### config.mk
export PLATFORM = sky130hd
export DESIGN_NAME = vp_test_clock_seq
export DESIGN_NICKNAME = d
export VERILOG_FILES = /design/src/rtl/vps_pkg.sv /design/src/rtl/vps_period_select.sv /design/src/rtl/vps_cycle_tally.sv /design/src/rtl/vp_test_clock_seq.sv
export SDC_FILE = /design/constraint.sdc
export NUM_CORES = 1
export LEC_CHECK = 0
export BUFFER_PORTS_ARGS = -buffer_cell sky130_fd_sc_hd__clkbuf_2
export CAP_MARGIN = 10
export CORE_AREA = 3 3 105 107
export DETAILED_ROUTE_END_ITERATION = 16
export DIE_AREA = 0 0 108 110
export PLACE_DENSITY = 0.94
export SLEW_MARGIN = 20
export SYNTH_ARGS = -nofsm -noshare
export SYNTH_HDL_FRONTEND = slang
export SYNTH_SLANG_ARGS = --single-unit
export TNS_END_PERCENT = 50
### constraint.sdc
create_clock -name clk -period 17.9 [get_ports clk]
set_clock_uncertainty 0.05 [all_clocks]
set_input_delay 1.79 -clock clk [delete_from_list [all_inputs] [get_ports clk]]
set_output_delay 1.79 -clock clk [all_outputs]
set_load 0.01 [all_outputs]
### src/rtl/vps_pkg.sv
package vps_pkg;
    localparam int NUM_PERIODS = 4;
    localparam int CODE_W      = $clog2(NUM_PERIODS);
    localparam int MIN_TICKS   = 4;

    typedef enum logic {
        ST_IDLE = 1'b0,
        ST_RUN  = 1'b1
    } vps_state_e;
endpackage

### src/rtl/vps_period_select.sv
module vps_period_select
    import vps_pkg::*;
#(
    parameter int CNT_W = 8
) (
    input  logic [NUM_PERIODS-1:0][CNT_W-1:0] periods,
    input  logic [CNT_W-1:0]                  floor_ticks,
    input  logic                              sync_mode,
    input  logic                              by_req,
    input  logic [CNT_W-1:0]                  req_ticks,
    input  logic [CODE_W-1:0]                 code_in,
    output logic [CODE_W-1:0]                 code_out,
    output logic [CNT_W:0]                    eff_ticks
);
    localparam int PW = CNT_W + 1;

    logic [CODE_W-1:0] longest_idx;
    logic [CODE_W-1:0] fit_idx;
    logic              fit_found;
    logic [CNT_W-1:0]  raw;
    logic [CNT_W-1:0]  lifted;
    logic [CNT_W-1:0]  floored;

    // longest programmed period, lowest index on a tie
    always_comb begin
        longest_idx = '0;
        for (int i = 1; i < NUM_PERIODS; i++) begin
            if (periods[i] > periods[longest_idx]) longest_idx = CODE_W'(i);
        end
    end

    // shortest programmed period covering the required length
    always_comb begin
        fit_idx   = '0;
        fit_found = 1'b0;
        for (int i = 0; i < NUM_PERIODS; i++) begin
            if (periods[i] >= req_ticks &&
                (!fit_found || periods[i] < periods[fit_idx])) begin
                fit_idx   = CODE_W'(i);
                fit_found = 1'b1;
            end
        end
    end

    always_comb begin
        if (sync_mode)      code_out = longest_idx;
        else if (!by_req)   code_out = code_in;
        else if (fit_found) code_out = fit_idx;
        else                code_out = longest_idx;
    end

    assign raw     = periods[code_out];
    assign lifted  = (raw < floor_ticks) ? floor_ticks : raw;
    assign floored = (lifted < CNT_W'(MIN_TICKS)) ? CNT_W'(MIN_TICKS) : lifted;
    assign eff_ticks = PW'(floored) + PW'(floored[0]);
endmodule

### src/rtl/vps_cycle_tally.sv
module vps_cycle_tally #(
    parameter int TOT_W = 32
) (
    input  logic             clk,
    input  logic             rst_n,
    input  logic             en,
    output logic [TOT_W-1:0] count
);
    always_ff @(posedge clk) begin
        if (!rst_n)  count <= '0;
        else if (en) count <= count + TOT_W'(1);
    end
endmodule

### src/rtl/vp_test_clock_seq.sv
module vp_test_clock_seq
    import vps_pkg::*;
#(
    parameter int PAT_W = 8,
    parameter int RSP_W = 8,
    parameter int CNT_W = 8,
    parameter int TOT_W = 32
) (
    input  logic                              clk,
    input  logic                              rst_n,
    input  logic [NUM_PERIODS-1:0][CNT_W-1:0] cfg_period,
    input  logic [CNT_W-1:0]                  cfg_min_period,
    input  logic                              cfg_sync_mode,
    input  logic                              vec_valid,
    output logic                              vec_ready,
    input  logic [PAT_W-1:0]                  vec_pattern,
    input  logic                              vec_scan_bit,
    input  logic [CODE_W-1:0]                 vec_code,
    input  logic                              vec_by_req,
    input  logic [CNT_W-1:0]                  vec_req_period,
    output logic [PAT_W-1:0]                  cut_pi,
    output logic                              cut_scan_in,
    output logic                              cut_tck,
    input  logic [RSP_W-1:0]                  cut_resp,
    output logic                              rsp_valid,
    output logic [RSP_W-1:0]                  rsp_data,
    output logic [CODE_W-1:0]                 rsp_code,
    output logic [TOT_W-1:0]                  total_cycles
);
    localparam int PW = CNT_W + 1;

    vps_state_e        state_q, state_d;
    logic [PW-1:0]     cnt_q;
    logic [PW-1:0]     per_q;
    logic [CODE_W-1:0] code_q;
    logic [CODE_W-1:0] sel_code;
    logic [PW-1:0]     sel_ticks;
    logic              last_tick;
    logic              accept;

    vps_period_select #(.CNT_W(CNT_W)) u_sel (
        .periods     (cfg_period),
        .floor_ticks (cfg_min_period),
        .sync_mode   (cfg_sync_mode),
        .by_req      (vec_by_req),
        .req_ticks   (vec_req_period),
        .code_in     (vec_code),
        .code_out    (sel_code),
        .eff_ticks   (sel_ticks)
    );

    vps_cycle_tally #(.TOT_W(TOT_W)) u_tally (
        .clk   (clk),
        .rst_n (rst_n),
        .en    (state_q == ST_RUN),
        .count (total_cycles)
    );

    assign last_tick = (state_q == ST_RUN) && (cnt_q == per_q - PW'(1));
    assign accept    = vec_valid && vec_ready;

    // state register
    always_ff @(posedge clk) begin
        if (!rst_n) state_q <= ST_IDLE;
        else        state_q <= state_d;
    end

    // next state
    always_comb begin
        state_d = state_q;
        unique case (state_q)
            ST_IDLE: if (accept) state_d = ST_RUN;
            ST_RUN:  if (last_tick && !accept) state_d = ST_IDLE;
        endcase
    end

    // outputs decoded from state
    always_comb begin
        vec_ready = 1'b0;
        cut_tck   = 1'b0;
        unique case (state_q)
            ST_IDLE: vec_ready = 1'b1;
            ST_RUN: begin
                vec_ready = last_tick;
                cut_tck   = (cnt_q >= (per_q >> 1));
            end
        endcase
    end

    // period datapath
    always_ff @(posedge clk) begin
        if (!rst_n) begin
            cnt_q       <= '0;
            per_q       <= PW'(MIN_TICKS);
            code_q      <= '0;
            cut_pi      <= '0;
            cut_scan_in <= 1'b0;
        end else if (accept) begin
            cnt_q       <= '0;
            per_q       <= sel_ticks;
            code_q      <= sel_code;
            cut_pi      <= vec_pattern;
            cut_scan_in <= vec_scan_bit;
        end else if (state_q == ST_RUN) begin
            cnt_q <= cnt_q + PW'(1);
        end
    end

    // response capture
    always_ff @(posedge clk) begin
        if (!rst_n) begin
            rsp_valid <= 1'b0;
            rsp_data  <= '0;
            rsp_code  <= '0;
        end else begin
            rsp_valid <= last_tick;
            if (last_tick) begin
                rsp_data <= cut_resp;
                rsp_code <= code_q;
            end
        end
    end
endmodule

* Yosys cells after proc, flatten, opt, wreduce, memory -nomap -nowiden
Index checks and enable logic that the tools add are counted.
** Cells by class
- Multiply operators :: 0
- Bitwise logic cells :: 2
- Eq/ne operators :: 1
- Add/sub/neg operators :: 4
- Div/mod/pow operators :: 0
- Reductions and logical operators :: 14
- Muxes and demuxes :: 30
- Order comparisons :: 18
- Shifts and indexed selects :: 0
** Operator list (count)
- binary-select mux 8 bit (select 2 bit) :: 5
- two-way mux 8 bit :: 7
- adder 32 x 1 -> 32 bit (second input constant) :: 1
- greater-or-equal comparator 8 bit :: 4
- < comparator 8 bit :: 4
- greater-than comparator 8 bit :: 3
- two-way mux 2 bit :: 7
- adder 8 x 1 -> 9 bit :: 1
- adder 9 x 1 -> 9 bit (second input constant) :: 1
- == test 9 bit :: 1
- greater-or-equal comparator 9 x 8 -> 1 bit :: 1
- < comparator 2 x 3 -> 1 bit (second input constant) :: 3
- two-way mux 1 bit :: 9
- subtractor 9 x 1 -> 9 bit (second input constant) :: 1
- < comparator 8 x 3 -> 1 bit (second input constant) :: 1
- logical AND 1 bit :: 6
- < comparator 1 x 3 -> 1 bit (second input constant) :: 2
- logical NOT 1 bit :: 4
- case mux 1 bit (2 select lines) :: 2
- logical OR 1 bit :: 3
- NOT 1 bit :: 2
- OR reduction 2 bit :: 1
** Storage, ports and cells
- Bits in writable memories :: 0
- Register bits :: 73
- Bits in latches :: 0
- Output and inout port bits :: 54
- Word-level logic and storage cells :: 79
- Bits in read-only memories :: 0
- Memories kept :: 0

* Depth between registers and ports, before layout
Gate-level depths: netlist of run 1.
- Depth in word-level cells :: 28
- Gate-level depth with buffers :: 45
- Mapped depth without buffers :: 42

* Cells and area by module
From an unflattened synthesis of run 1, not the netlist that was laid out.
** Unflattened totals
- Cells, all modules :: 830
- Area total of the unflattened synthesis :: 6887.9 sq um
** Modules (own cells, without submodules)
- vps_period_select :: area each 3088.0 sq um, times used 1, cells an instance 408
- vp_test_clock_seq :: area each 2237.1 sq um, times used 1, cells an instance 246
- vps_cycle_tally :: area each 1562.7 sq um, times used 1, cells an instance 176

* Worst setup path before layout of run 1
No wires, ideal clock.
- Kind :: input to register
- Start :: input port cfg_period[0] (netlist name)
- End :: register per_q[8]
- Stages on the path :: 45
- Data required time :: 17.780 ns
- Path slack :: 7.302 ns
- Data arrival time :: 10.478 ns
- Setup time :: 0.070 ns
- Cells stage by stage :: inv_1 ha_1 nand2b_4 a2111o_1 a31o_4 a21oi_4 clkbuf_1 nor2_1 a21oi_1 ha_1 a21o_1 a31oi_1 nand4b_1 o22ai_1 clkbuf_1 nor2_1 a21oi_1 ha_1 (+9 left out) mux2i_1 mux2_2 inv_1 ha_1 a21o_1 a21o_1 a21oi_1 nand2_1 or2_2 a2111oi_4 or2_4 buf_6 nor3_1 nor2_1 ha_1 o21ai_1 or4_1 a21oi_1
** On the way
- Word-level cells in the longest chain between the ends :: 28
- Elaborated cells on any way between the ends :: 44
- Classes of those cells :: add/sub: 1; order compare: 9; mux: 25; reduce/logical: 9
** RTL lines
- start: declaration :: RTL line vp_test_clock_seq.sv:11 : input logic [NUM_PERIODS-1:0][CNT_W-1:0] cfg_period,
- greater-or-equal comparator 8 bit :: RTL line vps_period_select.sv:37 : if (periods[i] >= req_ticks &&
- two-way mux 1 bit :: RTL line vps_period_select.sv:37
- logical NOT 1 bit :: RTL line vps_period_select.sv:38 : (!fit_found || periods[i] < periods[fit_idx])) begin
- logical OR 1 bit :: RTL line vps_period_select.sv:38
- logical AND 1 bit :: RTL line vps_period_select.sv:37
- two-way mux 1 bit :: RTL line vps_period_select.sv:37
- binary-select mux 8 bit (select 2 bit) :: RTL line vps_period_select.sv:38
- two-way mux 8 bit (implied by the code) :: RTL line vps_period_select.sv:38
- (+12 left out)
- two-way mux 2 bit :: RTL line vps_period_select.sv:46 : if (sync_mode) code_out = longest_idx;
- binary-select mux 8 bit (select 2 bit) (*) :: RTL line vps_period_select.sv:52 : assign raw = periods[code_out];
- two-way mux 8 bit (implied by the code) (*) :: RTL line vps_period_select.sv:52
- < comparator 8 bit :: RTL line vps_period_select.sv:53 : assign lifted = (raw < floor_ticks) ? floor_ticks : raw;
- two-way mux 8 bit (*) :: RTL line vps_period_select.sv:53
- < comparator 8 x 3 -> 1 bit :: RTL line vps_period_select.sv:54 : assign floored = (lifted < CNT_W'(MIN_TICKS)) ? CNT_W'(MIN_TICKS) : lifted;
- two-way mux 8 bit (*) :: RTL line vps_period_select.sv:54
- adder 8 x 1 -> 9 bit (*) :: RTL line vps_period_select.sv:55 : assign eff_ticks = PW'(floored) + PW'(floored[0]);
- end signal: assignment :: RTL line vp_test_clock_seq.sv:94 : per_q <= PW'(MIN_TICKS);
- end signal: assignment :: RTL line vp_test_clock_seq.sv:100 : per_q <= sel_ticks;
- end: declaration :: RTL line vp_test_clock_seq.sv:34 : logic [PW-1:0] per_q;
Every way passes the cells marked *; elsewhere a longest branch is shown, timed or not. The select of a mux whose other input is x is not followed.
A chain may end at the register's enable or synchronous reset.

* Worst setup path in the final report of run 1
Ends and elaborated chain as after synthesis.

==> impl_metrics.csv, run 1 <==
group,metric,value,unit
yosys,synthAdderAreaFrac,0.1791,
yosys,synth-edff-count,0,
placement,dp_hpwl,13.27,mm
routing,wl_per_cell,17.18,um
setup_path,crit_family,"compound AO/OA/AOI/OAI gates",
global_route,track_usage,0.2916,
routing,antenna_left,0,
clocking,cts.sinks,72,
power_and_ir_drop,peakVddDrop,0.00004722,V
timing,setup_tns,0,ns
yosys,synth_area_leader_cell,"dfxtp_1",
yosys,async_flop_share,0,
global_route,antenna_found_initial,0,
die,io_pins,126,
layout,drive_gt1_frac,0.1987,
clocking,cts_buffer_depth,2,
setup_path,critPathBufInv,3,
die,die-width,108,um
power_and_ir_drop,power_leakage,0.003333,uW
clocking,cts.root.buffer_cell,"clkbuf_8",
yosys,synth_area,6218,um2
global_route,grt_pass1_vias,5991,
routing,routed_wl,17.64,mm
clocking,cts_made_buffers,9,
yosys,synth.avg_cell_area,8.055,um2
yosys,synthMuxAreaShare,0.05050,
yosys,synth_seq_cells,72,
power_and_ir_drop,comb_power_share,0.465,
die,row_count,37,
yosys,synthCells,772,
timing,holdWs,0.4095,ns
timing,tightest_slew,1.011,ns
min_path,hold_path_class,"register to register",
power_and_ir_drop,powerDensity,83.56,nW/um2
clocking,path_clk_slew,0.08,ns
layout,antenna_cells,0,
routing,viasPerCell,6.134,
global_route,gr-total-overflow,0,
power_and_ir_drop,p_seq_frac,0.293,
timing,slew_viol_final,0,
routing,drtIter0Drc,559,
layout,multi_input_area,4462,um2
layout,fillers,745,
layout,final_area,7119,um2
routing,drcViolationCount,0,
yosys,yosysUniqueCellTypes,84,
yosys,syn_nets,933,
layout,fin_cells,1027,
routing,drtPass1Iterations,5,
setup_path,cpPeakStageDelay,0.64,ns
power_and_ir_drop,clockPowerShare,0.243,
yosys,yosys_warnings,0,
layout,nNetsFinal,1047,
die,floorplan.initialDensity,0.6078,
global_route,grt_pass1_wl,28.01,mm
outcome,status,"complete, no violations",
placement,port_buffers,125,
yosys,synth_top_family_by_area,"simple AND/OR/NAND/NOR gates",
power_and_ir_drop,p_int,355.9,uW
setup_path,worstPathMaxFanout,16,
setup_path,cp_data_arrival_time,11.78,ns
timing,final_hold_viol_count,0,
yosys,synth_xor_area_frac,0.06338,
clocking,post_cts_buffers,0,
flow_run,cap_violations,0,
setup_path,crit_path_frequent_cell,"a21oi_1",
timing,period_share,0.6449,
yosys,yosysMostFrequentCell,"ha_1",
yosys,synthTopCellsByArea,"dfxtp_1 23%, ha_1 18%, nor2_1 5.1%",
timing,setup-violations-final,0,
power_and_ir_drop,p_total,594.9,uW
yosys,ys.flop_type,"dfxtp_1",
clocking,htreeDepth,3,
routing,vias,6300,
setup_path,crit_path_top_delay_cell,"o22ai_2",
yosys,synth_simple_gate_area_share,0.2161,
die,core,10230,um2
timing,max_freq,0.08662,GHz
die,die_h,110,um
yosys,yosysTopAreaCellShare,0.2318,
clocking,cts_tree,"built",
setup_path,endpoint_kind,"register",
yosys,synthTopCellsByCount,"89 x ha_1, 85 x nor2_1, 75 x nand2_1",
yosys,synth-compound-area-share,0.2074,
die,dieArea,11880,um2
placement,dpl-instance-area,6888,um2
timing,period_needed,11.54,ns
setup_path,crit_type,"input port to register",
placement,gp_congestion,0.9873,
setup_path,startpoint_type,"input port",
power_and_ir_drop,sw_frac_of_total,0.4017,
timing,rsz0062_at_grt,"no",
layout,seq_area,1441,um2
clocking,ctsHoldBuffers,0,
yosys,ys_seq_area_frac,0.2318,
setup_path,cp.required,18.14,ns
clocking,insertion_delay,0.36,ns
timing,max_slew_margin,0.3212,
global_route,grt_max_degree,56,
clocking,cts.repair.resized,0,
placement,dpl.cell_count,1011,
layout,areaGrowthSynthToFinish,14.49,%
power_and_ir_drop,switching_power,238.9,uW
==> layer usage <==
metal  GRT usage  share of wire  vias up
met5           0              0        -
met4      0.1407          0.038        0
li1            -              -     3025
met2      0.5169           0.49      358
met3     0.04834          0.082       74
met1      0.3431           0.39     2843
==> sequential cells by signal, indices dropped and copies added, names as in the netlist <==
register / flops
u_tally.count: 32
cnt_q: 9
cut_pi: 8
per_q: 8
rsp_data: 8
code_q: 2
rsp_code: 2
cut_scan_in: 1
rsp_valid: 1
state_q: 1
==> layout make-up <==
| cell class | instances | area share |
|---|---|---|
| inverters | 50 | 0.02636 |
| multi-input cells | 627 | 0.6267 |
| clock buffers | 9 | 0.01740 |
| flip-flops and latches | 72 | 0.2025 |
| well taps | 136 | 0.02390 |
| repair buffers | 126 | 0.08893 |
| clock inverters | 7 | 0.01424 |
==> cell families (layout without fill, tap and decap cells) <==
family,Yosys count,count (layout)
buffers and inverters,73,192
DFF,72,72
muxes,29,29
and+or+nand+nor,276,276
xor gates and xnor gates,45,45
AOI/OAI and AO/OA,188,188
adders and majority gates,89,89
==> stage by stage <==
step | utilization | setup WS (ns)
2_1_floorplan | - | 7.302
3_3_place_gp | 0.6732 | 6.208
3_5_place_dp | 0.6732 | 5.957
4_1_cts | 0.6952 | 6.222
5_1_grt | 0.6959 | 5.816
6_report | 0.6959 | 6.356
==> power groups by stage <==
stage / Sequential, uW / Combinational (uW) / Clock [uW]
floorplan: 176 / 210 / 0
global placement: 177 / 258 / 0
detailed placement: 177 / 267 / 0
CTS: 174 / 271 / 145
global route: 175 / 306 / 151
finish: 174 / 276 / 144
==> final timing paths <==
kind                 start                 to  slack (ns)  cells past startpoint
max reg2reg        state_q  u_tally.count[28]       14.37                     11
min reg2reg      cut_pi[3]          cut_pi[3]        0.41                      2
max          cfg_period[0]           per_q[8]        6.36                     43
min              cut_pi[3]          cut_pi[3]        0.41                      2
==> tightest hold or removal path, cell delays in order, from the launching register on <==
cell	delay [ns]
dfxtp_1	0.31
nand2_1	0.05
a21oi_1	0.05
==> layout by cell type (no fill, tap or decap), types with 9 or more instances in the layout <==
cell and count:
xor2_1 27, nand3_1 19, clkbuf_8 9, a21oi_1 62, dfxtp_1 72, o21ai_0 41, ha_1 89, clkbuf_2 125
and3_1 12, nand4_1 21, nor3_1 15, mux2i_1 24, nand2_1 75, xnor2_1 18, nor2_1 85, inv_1 50
a21o_1 11
Note: power is estimated with default switching activity, not from simulation.
==> run 2, diff against run 1 <==
CORE_AREA = 3 3 115 117   (was 3 3 105 107)
DIE_AREA = 0 0 118 120   (was 0 0 108 110)
PLACE_DENSITY = 0.84   (was 0.94)
clock period = 9.73 ns   (was 17.9 ns; I/O delays follow)
==> run 2 against run 1 <==
Wire length increased by 5.6%. Sequential power up 84%. Clock power grew to 2.7 times the previous value. Utilization shrank 8.3 points. Die area up 19%. Cell area rose by 7.2%. Cell count grew 6.5%. Largest power group unchanged.
==> impl_metrics.csv, run 2 (same netlist as run 1, synthesis figures left out) <==
group,metric,value,unit
layout,layout_commonest_cell,"clkbuf_2",
timing,slew_viol_final,0,
timing,holdWs,0.4036,ns
global_route,grt_busiest_layer,"met2",
power_and_ir_drop,peakVddDrop,0.00009894,V
timing,max_freq,0.1060,GHz
power_and_ir_drop,p_seq_frac,0.246,
die,die-width,118,um
setup_path,r2r-end,"u_tally.count[30]",
timing,tightest_slew,0.8646,ns
placement,port_buffers,125,
die,dieArea,14160,um2
setup_path,worstPathMaxFanout,8,
routing,drtIter0Drc,543,
setup_path,endpoint_kind,"register",
timing,period_needed,9.435,ns
clocking,cts.sinks,72,
min_path,hold-path-cell-count,2,
timing,max_slew_margin,0.4219,
layout,reg_top3,"u_tally.count (32), cnt_q (9)",
setup_path,critPathBufInv,6,
power_and_ir_drop,powerDensity,170.4,nW/um2
clocking,path_clk_slew,0.06,ns
setup_path,cp.depth,44,
timing,setup-violations-final,0,
clocking,cts_buffer_depth,2,
global_route,grt_max_degree,57,
global_route,use_met3,0.04241,
routing,wl_per_cell,17.03,um
routing,vias,6428,
flow_run,cap_violations,0,
power_and_ir_drop,switching_power,478.4,uW
clocking,htreeDepth,3,
power_and_ir_drop,sw_frac_of_total,0.3678,
global_route,gr-total-overflow,0,
routing,drcViolationCount,0,
placement,dpl-instance-area,7082,um2
routing,drtPass1Iterations,7,
min_path,min_to,"cut_pi[1]",
clocking,cts_made_buffers,9,
setup_path,startpoint_type,"input port",
setup_path,worstReg2RegStart,"state_q",
layout,most-common-layout-cells,"125 x clkbuf_2, 88 x ha_1, 84 x nor2_1, 74 x nand2_1, 72 x dfxtp_1",
global_route,track_usage,0.2405,
clocking,cts.root.buffer_cell,"clkbuf_16",
setup_path,cp_data_arrival_time,9.65,ns
routing,viasPerCell,5.876,
die,row_count,41,
placement,dp_hpwl,13.66,mm
setup_path,crit_path_top_delay_cell,"or4_1",
routing,routed_wl,18.64,mm
power_and_ir_drop,power_leakage,0.003554,uW
placement,gp_congestion,1.015,
setup_path,cp.required,9.94,ns
timing,period_share,0.9697,
global_route,met2_usage,0.4323,
timing,setup_tns,0,ns
clocking,cts_tree,"built",
setup_path,rrSetupSlack,6.28,ns
clocking,ctsHoldBuffers,0,
min_path,hold_path_class,"register to register",
power_and_ir_drop,clockPowerShare,0.295,
die,die_h,120,um
global_route,met1_usage,0.2867,
timing,final_hold_viol_count,0,
layout,regMostFlops,"u_tally.count",
outcome,status,"complete, no violations",
routing,antenna_left,0,
layout,nNetsFinal,1078,
setup_path,ff2ff_path_depth,11,
die,core,12470,um2
clocking,insertion_delay,0.33,ns
setup_path,critPathLaunch,"cfg_period[2]",
layout,areaGrowthSynthToFinish,22.76,%
power_and_ir_drop,p_int,822.2,uW
setup_path,crit_type,"input port to register",
setup_path,cpPeakStageDelay,0.52,ns
layout,largest_register_ff_count,32,
global_route,antenna_found_initial,0,
layout,drive_gt1_frac,0.2430,
min_path,hp-start,"cut_pi[1]",
layout,antenna_cells,0,
die,floorplan.initialDensity,0.4988,
setup_path,crit_family,"compound AO/OA/AOI/OAI gates",
power_and_ir_drop,comb_power_share,0.459,
global_route,grt_pass1_wl,28.28,mm
global_route,grt_pass1_vias,5995,
die,io_pins,126,
layout,final_area,7634,um2
run 2: per-stage QoR:
stage          power [uW]  setup WS [ns]    util  instances
2_1_floorplan       710.2        0.04115       -        772
3_3_place_gp        833.6        0.07489  0.5681       1066
3_5_place_dp        847.1        -0.1502  0.5681       1066
4_1_cts              1232         0.1488  0.5965       1082
5_1_grt              1373        -0.1223  0.6124       1094
6_report             1301         0.2946  0.6124       1094
run 2: what timing repair did:
| action | CTS | global route |
|---|---|---|
| setup buffers | 0 | 11 |
| endpoints found under the hold margin | 0 | 0 |
| endpoints found under the setup margin | 0 | 8 |
| resized for setup | 0 | 20 |
run 2: worst reg2reg max path: cells and delay by family (launching register included):
family	cells	cell delay (ns)
simple gates	9	2.39
buf+inv	1	0.10
flops	1	0.71
compound gates	1	0.14
run 2: layer usage:
layer / up-vias / routed length, um / share of wire
met3: 71 / 1294 / 0.069
met1: 2963 / 7483 / 0.40
met4: 0 / 788 / 0.042
met2: 311 / 9068 / 0.49
met5: - / 0 / 0
li1: 3083 / - / -
run 2: power by group through the flow:
stage / Clock (uW) / Sequential [uW] / Combinational (uW)
finish: 384 / 320 / 597
global placement: 0 / 325 / 508
CTS: 386 / 320 / 526
global route: 399 / 322 / 652
detailed placement: 0 / 326 / 521
floorplan: 0 / 324 / 387
run 2: layout make-up:
| class | instances | area, um2 |
|---|---|---|
| Fill cell | 1059 | 4832 |
| Sequential cell | 72 | 1441 |
| Multi-Input combinational cell | 628 | 4577 |
| Timing Repair Buffer | 156 | 858.3 |
| Inverter | 50 | 187.7 |
| Tap cell | 172 | 215.2 |
| Clock inverter | 6 | 115.1 |
| Clock buffer | 10 | 239.0 |
run 2: worst max path at each step:
stage               end  slack [ns]
6_report       per_q[8]        0.29
5_1_grt        per_q[8]       -0.12
4_1_cts        per_q[8]        0.15
3_5_place_dp   per_q[8]       -0.15
3_3_place_gp   per_q[4]        0.07
2_1_floorplan  per_q[8]        0.04
==> run 3, diff against run 2 <==
BUFFER_PORTS_ARGS = -buffer_cell sky130_fd_sc_hd__buf_2   (was -buffer_cell sky130_fd_sc_hd__clkbuf_2)
CORE_AREA = 3 3 128 130   (was 3 3 115 117)
DIE_AREA = 0 0 131 133   (was 0 0 118 120)
PLACE_DENSITY = 0.76   (was 0.84)
SYNTH_HIERARCHICAL = 1   (was unset)
==> run 3 against run 2 <==
Total power shrank 6.1%. Clock power shrank 2%. First-iteration DRC count shrank 21%. Non-clock buffer count shrank 13. Clock-buffer cell count is the same. Largest power group unchanged.
==> impl_metrics.csv, run 3 <==
group,metric,value,unit
yosys,yosysTopAreaCellShare,0.2122,
layout,drive_gt1_frac,0.2285,
die,io_pins,126,
global_route,met1_usage,0.2644,
layout,post-route-util,0.5318,
power_and_ir_drop,sw_frac_of_total,0.3554,
setup_path,crit_path_frequent_cell,"ha_1",
routing,wl_per_cell,15.66,um
yosys,yosys_warnings,6,
clocking,cts_tree,"built",
setup_path,cpPeakStageDelay,0.46,ns
power_and_ir_drop,p_total,1222,uW
clocking,cts_buffer_depth,2,
clocking,cts_made_buffers,9,
power_and_ir_drop,peakVddDrop,0.00007677,V
global_route,grt_max_degree,94,
yosys,synthTopCellsByArea,"dfxtp_1 21%, ha_1 16%, mux2i_1 5.8%",
timing,final_hold_viol_count,0,
layout,areaGrowthSynthToFinish,17.80,%
die,core,15260,um2
layout,regMostFlops,"u_tally/count",
yosys,yosysUniqueCellTypes,95,
yosys,ys.flop_type,"dfxtp_1",
placement,gp_congestion,1.001,
outcome,status,"complete, no violations",
power_and_ir_drop,powerDensity,150.6,nW/um2
die,row_count,45,
timing,slew_viol_final,0,
timing,setup-violations-final,0,
timing,period_needed,9.123,ns
clocking,insertion_delay,0.33,ns
global_route,met2_usage,0.3315,
clocking,htreeDepth,3,
placement,dpl-instance-area,7720,um2
global_route,use_met3,0.02422,
layout,layout_commonest_cell,"buf_2",
global_route,gr-total-overflow,0,
routing,routed_wl,18.25,mm
setup_path,cp.required,9.94,ns
setup_path,startpoint_type,"input port",
layout,most-common-layout-cells,"125 x buf_2, 93 x nand2_1, 89 x ha_1, 73 x dfxtp_1, 56 x a21oi_1",
layout,reg_top3,"u_tally/count (32), cnt_q (9), per_q (9)",
yosys,synth_area,6888,um2
clocking,cts.sinks,73,
global_route,antenna_found_initial,0,
timing,max_slew_margin,0.4414,
routing,drtPass1Iterations,5,
clocking,path_clk_slew,0.06,ns
routing,drcViolationCount,0,
power_and_ir_drop,clockPowerShare,0.310,
layout,fin_cells,1165,
routing,antenna_left,0,
global_route,grt_busiest_layer,"met2",
power_and_ir_drop,p_int,787.5,uW
placement,port_buffers,125,
setup_path,endpoint_kind,"register",
global_route,grt_pass1_vias,6070,
setup_path,cp_data_arrival_time,9.34,ns
die,die-width,131,um
layout,largest_register_ff_count,32,
die,die_h,133,um
power_and_ir_drop,p_seq_frac,0.268,
yosys,synthCells,830,
yosys,yosysMostFrequentCell,"nand2_1",
setup_path,worstPathMaxFanout,14,
timing,setup_tns,0,ns
yosys,synth-edff-count,0,
layout,nNetsFinal,1110,
yosys,synth.avg_cell_area,8.299,um2
yosys,async_flop_share,0,
global_route,grt_pass1_wl,28.95,mm
power_and_ir_drop,switching_power,434.1,uW
power_and_ir_drop,comb_power_share,0.423,
placement,dp_hpwl,14.20,mm
timing,period_share,0.9377,
routing,vias,6613,
die,floorplan.initialDensity,0.4514,
placement,dpl.cell_count,1149,
routing,viasPerCell,5.676,
timing,tightest_slew,0.8379,ns
layout,antenna_cells,0,
setup_path,crit_path_top_delay_cell,"a2111o_1",
yosys,synth_seq_cells,73,
yosys,ys_seq_area_frac,0.2122,
global_route,track_usage,0.2003,
yosys,synthTopCellsByCount,"94 x nand2_1, 89 x ha_1, 73 x dfxtp_1",
die,dieArea,17420,um2
yosys,syn_nets,991,
yosys,synth_area_leader_cell,"dfxtp_1",
flow_run,cap_violations,0,
routing,drtIter0Drc,431,
power_and_ir_drop,power_leakage,0.003593,uW
layout,final_area,8114,um2
min_path,hold_path_class,"register to register",
timing,max_freq,0.1096,GHz
setup_path,crit_type,"input port to register",
clocking,cts.root.buffer_cell,"clkbuf_16",
## run 3: worst max-delay path: cells and delay by family
| family | cells | cell delay (ns) |
|---|---|---|
| buffers and inverters | 4 | 0.50 |
| xor gates and xnor gates | 1 | 0.16 |
| and+or+nand+nor | 12 | 2.05 |
| muxes | 1 | 0.14 |
| adders and majority gates | 5 | 1.34 |
| AOI/OAI and AO/OA | 21 | 4.17 |
## run 3: metrics by stage
stage | hold WS [ns] | worst slack (ns)
2_1_floorplan | 0.3850 | 0.2065
3_3_place_gp | 0.3904 | 0.07490
3_5_place_dp | 0.3952 | -0.09464
4_1_cts | 0.4044 | 0.2197
5_1_grt | 0.4290 | -0.01016
6_report | 0.4010 | 0.6066
## run 3: cell families after synthesis
logic type / synth area share
other: 0.0005444
buffers and inverters: 0.05722
adders and majority gates: 0.1617
and+or+nand+nor: 0.2374
xor gates and xnor gates: 0.05213
muxes: 0.07756
AOI/OAI and AO/OA: 0.2013
DFF: 0.2122
## run 3: area by class of cell
cell class | count | area (um2)
Clock buffer | 10 | 229.0
Clock inverter | 6 | 115.1
Fill cell | 1460 | 7144
Inverter | 50 | 195.2
Multi-Input combinational cell | 672 | 5089
Sequential cell | 73 | 1461
Tap cell | 211 | 264.0
Timing Repair Buffer | 143 | 760.7
## run 3: path summary, 6_finish.rpt
path	slack, ns	start	to	cells past startpoint
worst max-delay path	0.61	cfg_period[8]	per_q[6]	44
worst min-delay path	0.40	cut_pi[7]	cut_pi[7]	2
worst max register to register	7.03	per_q[0]	per_q[3]	8
worst min register to register	0.40	cut_pi[7]	cut_pi[7]	2
## run 3: power groups by stage
stage / clock (uW) / sequential, uW / combinational [uW]
floorplan: 0 / 329 / 376
global placement: 0 / 333 / 494
detailed placement: 0 / 334 / 503
CTS: 386 / 327 / 506
global route: 397 / 329 / 574
finish: 378 / 327 / 517
## run 3: per-layer routing
layer	up-vias	wire, um
met5	-	0
met4	0	525
met3	43	1147
met2	253	8508
met1	3030	8066
li1	3287	-
## run 3: repair_timing
| action | 4_1_cts | 5_1_grt |
|---|---|---|
| endpoints found under the setup margin | 0 | 8 |
| hold endpoints to repair | 0 | 0 |
| gates resized for setup | 0 | 12 |
| hold buffers | 0 | 0 |
| buffers inserted | 0 | 0 |
